File: config.mk
export PLATFORM = sky130hd
export DESIGN_NAME = fifo_wm_status
export DESIGN_NICKNAME = d
export VERILOG_FILES = /design/src/rtl/fifo_wm_pkg.sv /design/src/rtl/fwm_level_cmp.sv /design/src/rtl/fwm_req_sel.sv /design/src/rtl/fwm_breach_fsm.sv /design/src/rtl/fwm_channel.sv /design/src/rtl/fifo_wm_status.sv
export SDC_FILE = /design/constraint.sdc
export NUM_CORES = 1
export LEC_CHECK = 0
export ABC_AREA = 1
export BUFFER_PORTS_ARGS = -buffer_cell sky130_fd_sc_hd__buf_2
export CORE_ASPECT_RATIO = 1.25
export CORE_MARGIN = 1.5
export CORE_UTILIZATION = 43
export DETAILED_ROUTE_END_ITERATION = 10
export GPL_ROUTABILITY_DRIVEN = 0
export MAX_ROUTING_LAYER = met4
export PLACE_DENSITY_LB_ADDON = 0.2
export SYNTH_ARGS = -nofsm -noshare
export SYNTH_HDL_FRONTEND = slang
export SYNTH_HIERARCHICAL = 1
export SYNTH_SLANG_ARGS = --single-unit
File: constraint.sdc
create_clock -name clk -period 1.3 [get_ports clk]
set_clock_uncertainty 0.05 [all_clocks]
set_input_delay 0.065 -clock clk [delete_from_list [all_inputs] [get_ports clk]]
set_output_delay 0.065 -clock clk [all_outputs]
set_load 0.05 [all_outputs]
File: src/rtl/fifo_wm_pkg.sv
package fifo_wm_pkg;

    typedef enum logic {
        WM_CLEAR    = 1'b0,
        WM_BREACHED = 1'b1
    } wm_state_e;

    // threshold comparison results for one direction's measure
    typedef struct packed {
        logic top;   // measure >= depth
        logic q3;    // measure >= 3/4 depth
        logic q2;    // measure >= 1/2 depth
        logic q1;    // measure >= 1/4 depth
        logic nz;    // measure > 0
    } wm_levels_t;

    localparam logic [2:0] LVL_NONE = 3'd0;
    localparam logic [2:0] LVL_Q1   = 3'd1;
    localparam logic [2:0] LVL_Q2   = 3'd2;
    localparam logic [2:0] LVL_Q3   = 3'd3;
    localparam logic [2:0] LVL_TOP  = 3'd4;

endpackage

File: src/rtl/fwm_level_cmp.sv
module fwm_level_cmp
    import fifo_wm_pkg::*;
#(
    parameter int DEPTH = 16,
    parameter int CW    = $clog2(DEPTH) + 1
) (
    input  logic [CW-1:0] measure,
    output wm_levels_t    lv,
    output logic [2:0]    code
);
    localparam logic [CW-1:0] T1 = CW'(DEPTH / 4);
    localparam logic [CW-1:0] T2 = CW'(DEPTH / 2);
    localparam logic [CW-1:0] T3 = CW'((3 * DEPTH) / 4);
    localparam logic [CW-1:0] T4 = CW'(DEPTH);

    always_comb begin
        lv.nz  = (measure != '0);
        lv.q1  = (measure >= T1);
        lv.q2  = (measure >= T2);
        lv.q3  = (measure >= T3);
        lv.top = (measure >= T4);
    end

    always_comb begin
        if (lv.top)     code = LVL_TOP;
        else if (lv.q3) code = LVL_Q3;
        else if (lv.q2) code = LVL_Q2;
        else if (lv.q1) code = LVL_Q1;
        else            code = LVL_NONE;
    end
endmodule

File: src/rtl/fwm_req_sel.sv
module fwm_req_sel
    import fifo_wm_pkg::*;
(
    input  wm_levels_t lv,
    input  logic [2:0] sel,
    output logic       req
);
    always_comb begin
        unique case (sel)
            3'd1:    req = lv.nz;
            3'd2:    req = lv.q1;
            3'd3:    req = lv.q2;
            3'd4:    req = lv.q3;
            3'd5:    req = lv.top;
            default: req = 1'b0;
        endcase
    end
endmodule

File: src/rtl/fwm_breach_fsm.sv
module fwm_breach_fsm
    import fifo_wm_pkg::*;
#(
    parameter int DEPTH = 16,
    parameter int CW    = $clog2(DEPTH) + 1
) (
    input  logic          clk,
    input  logic          rst_n,
    input  logic [CW-1:0] measure,
    input  wm_levels_t    lv,
    input  logic [2:0]    urg_sel,
    input  logic [1:0]    reg_sel,
    output logic          breached,
    output logic          pulse
);
    localparam logic [CW-1:0] QUARTER = CW'(DEPTH / 4);

    wm_state_e     state_q, state_d;
    logic          urg_en, urg_hit, release_ok;
    logic [CW-1:0] reg_thr;

    always_comb begin
        urg_en = 1'b1;
        unique case (urg_sel)
            3'd1:    urg_hit = lv.q1;
            3'd2:    urg_hit = lv.q2;
            3'd3:    urg_hit = lv.q3;
            3'd4:    urg_hit = lv.top;
            default: begin
                urg_hit = 1'b0;
                urg_en  = 1'b0;
            end
        endcase
        reg_thr    = CW'(reg_sel) * QUARTER;
        release_ok = (measure <= reg_thr);
    end

    // next-state logic
    always_comb begin
        state_d = state_q;
        unique case (state_q)
            WM_CLEAR:    if (urg_hit)               state_d = WM_BREACHED;
            WM_BREACHED: if (!urg_en || release_ok) state_d = WM_CLEAR;
            default:                                state_d = WM_CLEAR;
        endcase
    end

    // state register
    always_ff @(posedge clk) begin
        if (!rst_n) state_q <= WM_CLEAR;
        else        state_q <= state_d;
    end

    // outputs
    always_ff @(posedge clk) begin
        if (!rst_n) pulse <= 1'b0;
        else        pulse <= (state_q == WM_CLEAR) && (state_d == WM_BREACHED);
    end

    assign breached = (state_q == WM_BREACHED);

    AST_PULSE_ON_RISE: assert property (@(posedge clk) disable iff (!rst_n)
        $rose(breached) |-> pulse);
    AST_PULSE_SINGLE: assert property (@(posedge clk) disable iff (!rst_n)
        pulse |=> !pulse);
    AST_PULSE_WITH_FLAG: assert property (@(posedge clk) disable iff (!rst_n)
        pulse |-> breached);
    AST_DISABLED_CLEARS: assert property (@(posedge clk) disable iff (!rst_n)
        ($past(urg_sel) == 3'd0) |-> !breached);
endmodule

File: src/rtl/fwm_channel.sv
module fwm_channel
    import fifo_wm_pkg::*;
#(
    parameter int DEPTH = 16,
    parameter int CW    = $clog2(DEPTH) + 1
) (
    input  logic          clk,
    input  logic          rst_n,
    input  logic [CW-1:0] measure,
    input  logic [2:0]    req_sel,
    input  logic [2:0]    urg_sel,
    input  logic [1:0]    reg_sel,
    output logic [2:0]    level,
    output logic          zero_flag,
    output logic          req,
    output logic          breached,
    output logic          pulse
);
    wm_levels_t lv;
    logic [2:0] code_d;
    logic       req_d;

    fwm_level_cmp #(.DEPTH(DEPTH), .CW(CW)) i_cmp (
        .measure (measure),
        .lv      (lv),
        .code    (code_d)
    );

    fwm_req_sel i_req (
        .lv  (lv),
        .sel (req_sel),
        .req (req_d)
    );

    fwm_breach_fsm #(.DEPTH(DEPTH), .CW(CW)) i_fsm (
        .clk      (clk),
        .rst_n    (rst_n),
        .measure  (measure),
        .lv       (lv),
        .urg_sel  (urg_sel),
        .reg_sel  (reg_sel),
        .breached (breached),
        .pulse    (pulse)
    );

    always_ff @(posedge clk) begin
        if (!rst_n) begin
            level     <= LVL_NONE;
            zero_flag <= 1'b0;
            req       <= 1'b0;
        end else begin
            level     <= code_d;
            zero_flag <= ~lv.nz;
            req       <= req_d;
        end
    end

    AST_CODE_RANGE: assert property (@(posedge clk) disable iff (!rst_n)
        level <= LVL_TOP);
    AST_ZERO_IMPLIES_CODE0: assert property (@(posedge clk) disable iff (!rst_n)
        zero_flag |-> (level == LVL_NONE));
    AST_REQ_OFF: assert property (@(posedge clk) disable iff (!rst_n)
        ($past(req_sel) == 3'd0) |-> !req);
endmodule

File: src/rtl/fifo_wm_status.sv
module fifo_wm_status #(
    parameter  int DEPTH = 16,
    localparam int CW    = $clog2(DEPTH) + 1
) (
    input  logic          clk,
    input  logic          rst_n,
    input  logic [CW-1:0] rx_count,
    input  logic [CW-1:0] tx_count,
    input  logic [2:0]    rx_req_sel,
    input  logic [2:0]    rx_urg_sel,
    input  logic [1:0]    rx_reg_sel,
    input  logic [2:0]    tx_req_sel,
    input  logic [2:0]    tx_urg_sel,
    input  logic [1:0]    tx_reg_sel,
    output logic [2:0]    rx_level,
    output logic [2:0]    tx_level,
    output logic          rx_empty,
    output logic          tx_full,
    output logic          rx_req,
    output logic          tx_req,
    output logic          rx_wm_hit,
    output logic          tx_wm_hit,
    output logic          rx_wm_pulse,
    output logic          tx_wm_pulse
);
    localparam int NDIR = 2;  // index 0 receive, 1 transmit

    logic [NDIR-1:0][CW-1:0] meas;
    logic [NDIR-1:0][2:0]    req_sel, urg_sel, lvl;
    logic [NDIR-1:0][1:0]    reg_sel;
    logic [NDIR-1:0]         zflag, req, hit, pls;

    // receive measures fullness, transmit measures emptiness
    assign meas[0]    = rx_count;
    assign meas[1]    = CW'(DEPTH) - tx_count;
    assign req_sel[0] = rx_req_sel;
    assign req_sel[1] = tx_req_sel;
    assign urg_sel[0] = rx_urg_sel;
    assign urg_sel[1] = tx_urg_sel;
    assign reg_sel[0] = rx_reg_sel;
    assign reg_sel[1] = tx_reg_sel;

    for (genvar g = 0; g < NDIR; g++) begin : g_dir
        fwm_channel #(.DEPTH(DEPTH), .CW(CW)) i_chan (
            .clk       (clk),
            .rst_n     (rst_n),
            .measure   (meas[g]),
            .req_sel   (req_sel[g]),
            .urg_sel   (urg_sel[g]),
            .reg_sel   (reg_sel[g]),
            .level     (lvl[g]),
            .zero_flag (zflag[g]),
            .req       (req[g]),
            .breached  (hit[g]),
            .pulse     (pls[g])
        );
    end

    assign rx_level    = lvl[0];
    assign tx_level    = lvl[1];
    assign rx_empty    = zflag[0];
    assign tx_full     = zflag[1];
    assign rx_req      = req[0];
    assign tx_req      = req[1];
    assign rx_wm_hit   = hit[0];
    assign tx_wm_hit   = hit[1];
    assign rx_wm_pulse = pls[0];
    assign tx_wm_pulse = pls[1];

    AST_RX_EMPTY_MATCH: assert property (@(posedge clk) disable iff (!rst_n)
        rx_empty == ($past(rx_count) == '0));
    AST_TX_FULL_MATCH: assert property (@(posedge clk) disable iff (!rst_n)
        tx_full == ($past(tx_count) == CW'(DEPTH)));
    AST_TX_FULL_LEVEL: assert property (@(posedge clk) disable iff (!rst_n)
        tx_full |-> (tx_level == 3'd0));
endmodule

After elaboration in Yosys (flattened, before gate mapping)
Index checks and enable logic that the tools add are counted.
- input port bits: 28
- register bits: 14
- bits in latches: 0
- memory bits (read-only): 0
- output and inout port bits: 14
- memories kept: 0
- bits in writable memories: 0
- equal/unequal tests: 18
- $mul: 0
- shifts and indexed selects: 0
- muxes and demuxes: 20
- reductions and logical operators: 12
- add/sub/neg operators: 1
- magnitude comparators: 10
- bitwise gates (word level): 5
- divide/modulo/power cells: 0
- operators with widths (kind ; number):
    $eq A3 B2 Y1 const B ; 8
    $ge A5 B4 Y1 const B ; 4
    $eq A3 B3 Y1 const B ; 6
    $eq A3 B1 Y1 const B ; 4
    $ge A5 B3 Y1 const B ; 2
    $ge A5 B5 Y1 const B ; 2
    $le A5 B4 Y1 ; 2
    $pmux W1 S5 ; 2
    $reduce_bool A5 Y1 ; 2
    $mux W1 ; 8
    $mux W2 ; 4
    $pmux W1 S4 ; 2
    $reduce_or A4 Y1 ; 2
    $mux W3 ; 2
    $not A1 Y1 ; 5
    $sub A5 B5 Y5 const A ; 1
    $pmux W1 S2 ; 2
    $reduce_or A2 Y1 ; 2
    $logic_and A1 B1 Y1 ; 2
    $logic_not A1 Y1 ; 2
    $logic_or A1 B1 Y1 ; 2

Longest topological paths before layout
- word-level depth: 8
- depth in mapped cells: 15

By module
Netlist, hierarchy kept.
- by module, submodules not included (module ; seq. area each (um2) ; area an instance (um2) ; cells each ; times used):
    fwm_breach_fsm ; 40.0 ; 212.7 ; 37 ; 2
    fwm_channel ; 100.1 ; 140.1 ; 15 ; 2
    fwm_req_sel ; 0.0 ; 66.3 ; 17 ; 2
    fwm_level_cmp ; 0.0 ; 56.3 ; 12 ; 2
    fifo_wm_status ; 0.0 ; 76.3 ; 16 ; 1

Least setup slack after synthesis
OpenSTA, ideal clock, no wires.
- kind: in2reg
- from: in tx_count[1]
- to: reg g_dir[1].i_chan.req
- setup time: 0.109 ns
- arrival: 1.142 ns
- path buffers: 0
- slack: -0.001 ns
- stages: 13
- cell sequence: inv_1 > ha_1 > nand2_1 > nand2_1 > nand2_1 > nor2_2 > nand3_1 > inv_1 > nand2_1 > a21oi_1 > nor2_1 > nand2_1 > inv_1
- RTL lines (item ; line ; source):
    from (decl) ; fifo_wm_status.sv:8 ; input logic [CW-1:0] tx_count,
    to (signal assigned) ; fwm_channel.sv:54 ; req <= req_d;
    to (decl) ; fwm_channel.sv:15 ; output logic req,

==> impl_metrics.env <==
export IMPL_drive_gt1_share_pct=28.4
export IMPL_min_period_over_period_pct=87.6
export IMPL_io_pins=42
export IMPL_ys_top_cells_by_area="dfxtp_1, nand2_1, inv_1"
export IMPL_drt_iter0_markers=27
export IMPL_setup_violations=0
export IMPL_yosys_area_top_type_share_pct=27.3
export IMPL_timing_fmax_ghz=0.878
export IMPL_ys_types=17
export IMPL_rr_startpoint="g_dir[0].i_chan/i_fsm/breached"
export IMPL_cts_tree="done"
export IMPL_synth_most_common_cell="nand2_1"
export IMPL_grt_overflow_total=0
export IMPL_ys_ff_latch=14
export IMPL_htreeDepth=1
export IMPL_dpl_hpwl_mm=1.89
export IMPL_grt_antenna_before_repair=0
export IMPL_initial_core_util_pct=46.0
export IMPL_die_height_um=57.6
export IMPL_vias=1111
export IMPL_dieArea_sq_mm=0.00269
export IMPL_arrival_ps=1310
export IMPL_power_leakage_nw=0.907
export IMPL_timing_hold_ws_ps=35.0
export IMPL_min_period_ps=1140
export IMPL_status="finished, final reports clean"
export IMPL_rrSetupSlack_ps=510
export IMPL_grt_pass1_vias=976
export IMPL_synth_cells=178
export IMPL_clk_pin_slew_ps=80
export IMPL_route_detailed_drc=0
export IMPL_crit_start="tx_count[1]"
export IMPL_crit_fanout=4
export IMPL_postRouteAntennaNets=0
export IMPL_syn_area_per_cell_sq_um=5.77
export IMPL_area_growth_pct=29.7
export IMPL_synth_fp_nets=211
export IMPL_fillers=237
export IMPL_hold_buffers=0
export IMPL_synthFlopType="dfxtp_1"
export IMPL_core_area_sq_mm=0.00223
export IMPL_wl_per_cell_um=8.48
export IMPL_rsz0062_at_grt="no"
export IMPL_grt_max_degree=15
export IMPL_die_w_um=46.7
export IMPL_peakVddDrop_uv=392
export IMPL_cp_start_kind="input pin"
export IMPL_yosys_warnings=6
export IMPL_postCtsSetupRepairBufs=0
export IMPL_maxSlewHeadroom_pct=82.4
export IMPL_cts_sinks=14
export IMPL_cts_resized=0
export IMPL_fin_area_sq_mm=0.00133
export IMPL_antenna_cells=0
export IMPL_clk_latency_ps=270
export IMPL_synthArstFlopShare_pct=0
export IMPL_worst_setup_path_end_kind="flop"
export IMPL_worstSetupPathType="input pin to flop"
export IMPL_drtPass1Iterations=4
export IMPL_layout_nets=259
export IMPL_totalWireLength_mm=2.17
export IMPL_dpl_cell_area_sq_mm=0.00130
export IMPL_syn_area_sq_mm=0.00103
export IMPL_worst_pin_slew_ps=264
export IMPL_grt_usage_pct=18.3
export IMPL_clock_root_buffer="clkbuf_4"
export IMPL_cap_violations=0
export IMPL_synth_edf_count=0
export IMPL_worstHoldPathType="input pin to flop"
export IMPL_grt_pass1_wl_mm=3.60
export IMPL_rows=19
export IMPL_clockBufferDepth=2
export IMPL_synth_top_area_cell="dfxtp_1"
export IMPL_cp_required_ps=1480
export IMPL_hold_path_startpoint="rx_count[4]"
export IMPL_synth_commonest_cells="nand2_1, inv_1, dfxtp_1, nand3_1, nor2_1"
export IMPL_ys_seq_area_share_pct=27.3
export IMPL_drt_vias_per_instance=4.34
export IMPL_slew_violations=0
export IMPL_hold_violations=0
export IMPL_numCtsBuffers=3
export IMPL_cellPowerDensity_mw_per_mm2=842
export IMPL_portBuffers=41
==> cells in the final DEF (no fill, tap or decap) <==
cell type | netlist | final
nor2_1 | 14 | 14
ha_2 | 0 | 1
xnor2_1 | 1 | 1
inv_2 | 2 | 2
o21ai_1 | 2 | 2
dfxtp_1 | 14 | 14
nor2_2 | 6 | 6
buf_4 | 2 | 6
nand4_1 | 2 | 2
inv_1 | 50 | 50
buf_2 | 0 | 41
a21oi_2 | 2 | 2
nand2_2 | 2 | 2
clkbuf_8 | 0 | 1
ha_1 | 5 | 4
nand2_1 | 52 | 52
o21bai_1 | 4 | 4
a21oi_1 | 4 | 4
clkbuf_4 | 0 | 3
nand3_1 | 14 | 14
==> worst max-delay path, stage by stage <==
cell,delay [ps]
buf_2,90
inv_1,90
ha_2,200
xnor2_1,140
inv_1,110
o21bai_1,220
nand2_1,80
nand2_1,60
a21oi_1,50
nor2_1,100
nand2_1,60
inv_1,50
==> routing by layer <==
| metal | vias up | global-route usage [%] | share of wire [%] |
|---|---|---|---|
| li1 | 609 | - | - |
| met1 | 470 | 19.8 | 42 |
| met2 | 30 | 33.1 | 53 |
| met3 | 2 | 3.12 | 4.9 |
| met4 | 0 | 4.76 | 0.51 |
| met5 | - | - | 0 |
==> flip-flops by register name, summed over array words and instances, names as in the netlist <==
register	flops
g_dir.i_chan/req	2
g_dir.i_chan/i_fsm/breached	2
g_dir.i_chan/i_fsm/pulse	2
g_dir.i_chan/zero_flag	2
g_dir.i_chan/level	6
==> worst paths after layout <==
check,endpoint,cells after the start
setup / recovery,g_dir[1].i_chan/req,12
hold / removal,g_dir[0].i_chan/level[2],3
hold reg to reg,g_dir[1].i_chan/i_fsm/breached,4
setup reg to reg,g_dir[0].i_chan/i_fsm/breached,5
==> power by group <==
part	total [mW]	switching, mW	internal [mW]
Sequential	0.457	0.00668	0.450
Combinational	0.362	0.234	0.128
Clock	0.304	0.133	0.170
Total	1.12	0.374	0.748
==> stage by stage <==
step | setup WS (ps) | total power, mW | std cells | utilization (%) | TNS [ps]
after floorplan | 1.50 | 0.704 | 178 | - | 0
after global placement | -115 | 0.818 | 252 | 58.0 | -324
after detailed placement | -139 | 0.831 | 252 | 58.0 | -394
after CTS | 161 | 1.14 | 256 | 59.6 | 0
after global routing | 1.23 | 1.21 | 256 | 59.6 | 0
final | 162 | 1.12 | 256 | 59.6 | 0
==> area by class of cell <==
cell class / instances / area [sq um] / area share [%]
clock buffers: 4 / 36.3 / 2.72
inverters: 52 / 195 / 14.6
multi-input cells: 108 / 532 / 39.9
flip-flops and latches: 14 / 280 / 21.0
well taps: 31 / 38.8 / 2.91
repair buffers: 47 / 250 / 18.8
==> logic make-up (layout without fill, tap and decap cells) <==
kind of cell / Yosys count / count (layout) / share of synthesized area, %
AOI/OAI and AO/OA: 12 / 12 / 7.55
xor gates and xnor gates: 1 / 1 / 0.853
adders and majority gates: 5 / 5 / 6.09
buffers and inverters: 56 / 103 / 21.2
DFF: 14 / 14 / 27.3
and+or+nand+nor: 90 / 90 / 37.0
Power figures use the tool's default switching activity.
